### config.mk
export PLATFORM = sky130hd
export DESIGN_NAME = slp_mode_ctrl
export DESIGN_NICKNAME = d
export VERILOG_FILES = /design/src/rtl/slp_pkg.sv /design/src/rtl/slp_edge_det.sv /design/src/rtl/slp_wake_qual.sv /design/src/rtl/slp_mode_ctrl.sv
export SDC_FILE = /design/constraint.sdc
export NUM_CORES = 1
export LEC_CHECK = 0
export BUFFER_PORTS_ARGS = -buffer_cell sky130_fd_sc_hd__buf_4
export CELL_PAD_IN_SITES_DETAIL_PLACEMENT = 1
export CELL_PAD_IN_SITES_GLOBAL_PLACEMENT = 1
export CORE_AREA = 4 4 43 45
export CTS_CLUSTER_SIZE = 28
export DETAILED_ROUTE_END_ITERATION = 16
export DIE_AREA = 0 0 47 49
export GPL_TIMING_DRIVEN = 0
export PLACE_DENSITY = 0.67
export SLEW_MARGIN = 20
export SYNTH_ARGS = -nofsm -noshare
export SYNTH_HDL_FRONTEND = slang
export SYNTH_SLANG_ARGS = --single-unit
### constraint.sdc
create_clock -name clk -period 2.2 [get_ports clk]
set_input_delay 0.22 -clock clk [delete_from_list [all_inputs] [get_ports clk]]
set_output_delay 0.22 -clock clk [all_outputs]
set_load 0.05 [all_outputs]
### src/rtl/slp_pkg.sv
package slp_pkg;
    typedef enum logic {
        MODE_NORMAL = 1'b0,
        MODE_SLEEP  = 1'b1
    } mode_t;

    localparam int PIN_WAKE = 0;
    localparam int PIN_IRQ  = 1;
    localparam int PIN_SEL  = 2;
    localparam int N_PIN    = 3;
endpackage

### src/rtl/slp_edge_det.sv
module slp_edge_det #(
    parameter int N_IN = 3
) (
    input  logic            clk,
    input  logic            rst_n,
    input  logic [N_IN-1:0] pin_async,
    output logic [N_IN-1:0] level,
    output logic [N_IN-1:0] fall
);
    typedef struct packed {
        logic [N_IN-1:0] meta;
        logic [N_IN-1:0] sync;
        logic [N_IN-1:0] prev;
    } edge_st_t;

    edge_st_t st_d, st_q;

    always_comb begin
        st_d      = st_q;
        st_d.meta = pin_async;
        st_d.sync = st_q.meta;
        st_d.prev = st_q.sync;
    end

    always_ff @(posedge clk or negedge rst_n) begin
        if (!rst_n) begin
            st_q <= '{meta: '1, sync: '1, prev: '1};
        end else begin
            st_q <= st_d;
        end
    end

    assign level = st_q.sync;
    assign fall  = st_q.prev & ~st_q.sync;

    generate
        for (genvar g = 0; g < N_IN; g++) begin : g_chk

            fall_single_chk: assert property (@(posedge clk) disable iff (!rst_n)
                fall[g] |=> !fall[g]);
        end
    endgenerate
endmodule

### src/rtl/slp_wake_qual.sv
module slp_wake_qual
    import slp_pkg::*;
#(
    parameter int N_SW = 8
) (
    input  logic [N_PIN-1:0] pin_fall,
    input  logic [N_PIN-1:0] pin_level,
    input  logic             supply_ok,
    input  logic [N_SW-1:0]  wake_en,
    input  logic [N_SW-1:0]  sw_change,
    input  logic             tmr_expired,
    output logic             wake_evt
);
    logic src_wake, src_irq, src_sel, src_sw;

    always_comb begin
        src_wake = pin_fall[PIN_WAKE];
        src_irq  = pin_fall[PIN_IRQ] & supply_ok & pin_level[PIN_WAKE];
        src_sel  = pin_fall[PIN_SEL] & supply_ok;
        src_sw   = |(sw_change & wake_en);
        wake_evt = src_wake | src_irq | src_sel | src_sw | tmr_expired;
    end
endmodule

### src/rtl/slp_mode_ctrl.sv
module slp_mode_ctrl
    import slp_pkg::*;
#(
    parameter int N_SW = 8
) (
    input  logic            clk,
    input  logic            rst_n,
    input  logic            sleep_req,
    input  logic            supply_ok,
    input  logic            wake_pin,
    input  logic            irq_pin,
    input  logic            sel_pin,
    input  logic [N_SW-1:0] wake_en,
    input  logic [N_SW-1:0] sw_change,
    input  logic            tmr_expired,
    output logic            mode_sleep,
    output logic            reg_write_ok,
    output logic            wake_pulse
);
    typedef struct packed {
        mode_t mode;
        logic  pulse;
    } ctrl_st_t;

    ctrl_st_t st_d, st_q;

    logic [N_PIN-1:0] pins, pin_level, pin_fall;
    logic             wake_evt;

    always_comb begin
        pins           = '0;
        pins[PIN_WAKE] = wake_pin;
        pins[PIN_IRQ]  = irq_pin;
        pins[PIN_SEL]  = sel_pin;
    end

    slp_edge_det #(.N_IN(N_PIN)) i_edge (
        .clk       (clk),
        .rst_n     (rst_n),
        .pin_async (pins),
        .level     (pin_level),
        .fall      (pin_fall)
    );

    slp_wake_qual #(.N_SW(N_SW)) i_qual (
        .pin_fall    (pin_fall),
        .pin_level   (pin_level),
        .supply_ok   (supply_ok),
        .wake_en     (wake_en),
        .sw_change   (sw_change),
        .tmr_expired (tmr_expired),
        .wake_evt    (wake_evt)
    );

    always_comb begin
        st_d       = st_q;
        st_d.pulse = wake_evt;
        if (wake_evt) begin
            st_d.mode = MODE_NORMAL;
        end else if (sleep_req && st_q.mode == MODE_NORMAL) begin
            st_d.mode = MODE_SLEEP;
        end
    end

    always_ff @(posedge clk or negedge rst_n) begin
        if (!rst_n) begin
            st_q <= '{mode: MODE_NORMAL, pulse: 1'b0};
        end else begin
            st_q <= st_d;
        end
    end

    assign mode_sleep   = (st_q.mode == MODE_SLEEP);
    assign reg_write_ok = (st_q.mode == MODE_NORMAL) && supply_ok;
    assign wake_pulse   = st_q.pulse;


    sleep_enter_chk: assert property (@(posedge clk) disable iff (!rst_n)
        (!mode_sleep && sleep_req && !wake_evt) |=> mode_sleep);


    wake_wins_chk: assert property (@(posedge clk) disable iff (!rst_n)
        wake_evt |=> (!mode_sleep && wake_pulse));


    mode_hold_chk: assert property (@(posedge clk) disable iff (!rst_n)
        (!wake_evt && !sleep_req) |=> $stable(mode_sleep));


    no_write_in_sleep_chk: assert property (@(posedge clk) disable iff (!rst_n)
        mode_sleep |-> !reg_write_ok);


    pulse_source_chk: assert property (@(posedge clk) disable iff (!rst_n)
        !wake_evt |=> !wake_pulse);
endmodule

After elaboration in Yosys (flattened, before gate mapping)
Index checks and enable logic that the tools add are counted.

storage, ports and cells
  bits in registers = 11
  input bits = 24
  logic and storage cells = 22

operators by class
  mux-type cells = 2
  bitwise operators = 11
  reduce and logical (&&, ||, !) cells = 4

operators by type and width
  operator           count
  $and 8x8->8        1
  $reduce_or 8->1    1
  $or 1x1->1         4
  $and 1x1->1        3
  $and 3x3->3        1
  $not 3->3          1
  $logic_and 1x1->1  2
  $mux 1             2
  $reduce_bool 2->1  1
  $not 1->1          1

Logic depth before layout (Yosys ltp)
  word-level depth = 9
  depth in mapped cells = 3

Modules after synthesis
From an unflattened synthesis, not the netlist that was laid out.

unflattened totals
  cell total of the unflattened synthesis = 27
  area total of the unflattened synthesis = 421.7 um^2

by module, submodules not included
  module         instances  cells each  area each (um^2)  seq. area each (um^2)
  slp_edge_det   1          15          300.3             236.5
  slp_mode_ctrl  1          4           66.3              50.0
  slp_wake_qual  1          8           55.1              0.0

Least setup slack after synthesis
Ideal clock, no wire load.

  kind = register -> output
  from = register st_q, in the netlist mode_sleep
  to = output port reg_write_ok
  data arrival time = 1.329 ns
  data required time = 1.980 ns
  setup slack = 0.651 ns
  cell stages (with the launch flop) = 2
  path buffers = 0
  cells stage by stage = dfrtp_1 nor2b_1

between the ends
  cells in the longest elaborated chain, start to end = 2

ends and longest elaborated chain
  element                 RTL line             source
  start, declared         slp_mode_ctrl.sv:25  ctrl_st_t st_d, st_q;
  start signal, assigned  slp_mode_ctrl.sv:67  st_q <= '{mode: MODE_NORMAL, pulse: 1'b0};
  start signal, assigned  slp_mode_ctrl.sv:69  st_q <= st_d;
  $not 1->1               slp_mode_ctrl.sv:74  assign reg_write_ok = (st_q.mode == MODE_NORMAL) && supply_ok;
  $logic_and 1x1->1       slp_mode_ctrl.sv:74
  end, declared           slp_mode_ctrl.sv:17  output logic reg_write_ok,

Every way passes these cells.

Final worst setup path
Ends and elaborated chain as after synthesis.

==> impl_metrics.env <==
export IMPL_status="finished, final reports clean"
export IMPL_synth_flop_cell="dfstp_2"
export IMPL_grt_pass1_wl_mm=1.47
export IMPL_hold_violations=0
export IMPL_overflow=0
export IMPL_rows=14
export IMPL_pre_cts_ws_ns=1.07
export IMPL_die_x_um=47
export IMPL_arrival_ns=0.98
export IMPL_h_tree_depth=1
export IMPL_rr_endpoint="mode_sleep"
export IMPL_ys_warn_count=0
export IMPL_syn_area_um2=392
export IMPL_yosysTopAreaCell="dfstp_2"
export IMPL_cap_violations=0
export IMPL_drive_above_1_share_pct=68.4
export IMPL_final_nets=82
export IMPL_synthTopCellsByArea="dfstp_2 (60%), dfrtp_1 (13%), a221oi_2 (3.8%)"
export IMPL_cts_buffers=3
export IMPL_fin_crit_sh_pct=54.4
export IMPL_avgSynthCellArea_um2=15.1
export IMPL_cts_tree="done"
export IMPL_synth_cell_types=15
export IMPL_switching_share_pct=21.6
export IMPL_register_area_um2=287
export IMPL_timing_hold_ws_ns=0.0579
export IMPL_syn_num_nets=50
export IMPL_hp_class="in -> reg"
export IMPL_async_flop_share_pct=100
export IMPL_p_total_mw=0.414
export IMPL_p_clk_share_pct=32.2
export IMPL_critPathKind="reg -> out"
export IMPL_place_gp_congestion=0.604
export IMPL_place_area_um2=607
export IMPL_placedCellCount=68
export IMPL_required_ns=1.98
export IMPL_synth_top_area_share_pct=60.4
export IMPL_grt_usage_pct=9.14
export IMPL_rr_worst_depth=3
export IMPL_via_per_inst=4.59
export IMPL_final_area_um2=643
export IMPL_post_cts_buffers=0
export IMPL_dr_total_vias=335
export IMPL_slew_violations=0
export IMPL_avgRoutedWirePerCell_um=12.3
export IMPL_synth_edf_count=0
export IMPL_worst_setup_path_end_kind="output port"
export IMPL_rsz0062_at_grt="no"
export IMPL_cts_sinks=11
export IMPL_p_int_mw=0.324
export IMPL_cts_root_buf="clkbuf_4"
export IMPL_setup_tns_ns=0
export IMPL_leakagePower_nw=0.306
export IMPL_core_area_mm2=0.00147
export IMPL_startpoint="mode_sleep"
export IMPL_setup_viol=0
export IMPL_p_per_area_mw_per_mm2=643
export IMPL_grt_pass1_vias=360
export IMPL_drt_iter0_drc=1
export IMPL_ys_ff_latch=11
export IMPL_combPwrFrac_pct=14.2
export IMPL_port_buffers=26
export IMPL_synthTopCellsByCount="dfstp_2 (9), a21oi_1 (2), dfrtp_1 (2), nor2b_1 (2)"
export IMPL_min_period_ns=1.20
export IMPL_multiInputGateArea_um2=101
export IMPL_tightest_slew_ns=0.221
export IMPL_ys_seq_area_share_pct=73.2
export IMPL_fin_skew_ns=0.00219
export IMPL_ant_nets=0
export IMPL_drc=0
export IMPL_r2r_slack_ns=1.06
export IMPL_yosysMostFrequentCell="dfstp_2"
export IMPL_clkTransAtPathRegs_ns=0.07
export IMPL_instances_no_fill=73
export IMPL_antenna_found_initial=0
export IMPL_io_pins=27
export IMPL_crit_path_start_kind="flip-flop"
export IMPL_cts_resized_gates=0
export IMPL_final_fill_count=181
export IMPL_timing_slew_headroom_pct=85.3
export IMPL_final_util_pct=43.7
export IMPL_power_switching_mw=0.0892
export IMPL_r2r_start="i_edge.level[1]"
export IMPL_design_die_area_mm2=0.00230
export IMPL_p_seq_share_pct=53.6
export IMPL_crit_path_end="reg_write_ok"
export IMPL_wl_um=899
export IMPL_areaGrowthSynthToFinish_pct=64.2
export IMPL_netlist_instances=26
export IMPL_worst_path_max_fanout=3
export IMPL_start_util_pct=26.6
export IMPL_worst_slack_ns=1.00
export IMPL_fp_dieH_um=49
export IMPL_peakVddDrop_mv=0.278
export IMPL_timing_fmax_ghz=0.835
export IMPL_n_antenna_cell=0
export IMPL_clk_path_buf_depth=2
export IMPL_grt_max_degree=12
export IMPL_clkLatencyLatePin_ns=0.26
export IMPL_drt_pass1_iter_count=2
how the worst min path moves through the flow:
| stage | startpoint | to | slack (ns) | cells past startpoint |
|---|---|---|---|---|
| floorplan | rst_n | mode_sleep | -0.08 | 0 |
| global placement | rst_n | mode_sleep | 0.06 | 1 |
| detailed placement | rst_n | wake_pulse | 0.06 | 1 |
| CTS | irq_pin | i_edge.st_d[4] | 0.04 | 1 |
| global route | irq_pin | i_edge.st_d[4] | 0.04 | 1 |
| finish | irq_pin | i_edge.st_d[4] | 0.06 | 1 |
power groups by stage:
stage                     sequential, mW  combinational, mW  clock, mW
after global placement             0.224             0.0571          0
after CTS                          0.222             0.0600      0.144
final                              0.221             0.0588      0.133
after floorplan                    0.226             0.0151          0
after global routing               0.223             0.0646      0.152
after detailed placement           0.225             0.0586          0
routing by layer:
metal | GRT usage [%] | up-vias | part of all wire (%)
met1 | 9.63 | 157 | 36
li1 | - | 159 | -
met3 | 3.69 | 0 | 14
met4 | 6.91 | 0 | 0
met2 | 13.8 | 19 | 49
met5 | 0 | - | 0
final cells by class:
cell class                      count  share of cell area [%]
Sequential cell                    11                    44.6
Timing Repair Buffer               27                    31.9
Multi-Input combinational cell     14                    15.8
Tap cell                           16                    3.11
Inverter                            1                   0.584
Clock buffer                        4                    4.09
logic make-up (layout without fill, tap and decap cells):
| group | count (synthesis) | count (layout) | synth area share (%) |
|---|---|---|---|
| flops | 11 | 11 | 73.2 |
| simple gates | 7 | 7 | 10.5 |
| compound gates | 7 | 7 | 15.3 |
| buf+inv | 1 | 32 | 0.958 |
registers in the layout (all words and copies together) (netlist names):
register,count
i_edge.st_q,3
i_edge.st_d,3
i_edge.level,3
mode_sleep,1
wake_pulse,1
layout by cell type (no fill, tap or decap), drive strengths merged, types with 2 or more instances in the layout:
cell type,instances
buf,26
dfstp,9
clkbuf,4
nor2b,2
a21oi,2
dfrtp,2
worst max-delay path, cell delays in order, from the launching register on:
cell	delay [ns]
dfrtp_1	0.39
nor2b_1	0.11
buf_4	0.20
timing repair:
| action | CTS | global route |
|---|---|---|
| hold buffers | 1 | 0 |
| setup endpoints to repair | 0 | 0 |
| endpoints found under the hold margin | 11 | 0 |
Note: power is estimated with default switching activity, not from simulation.
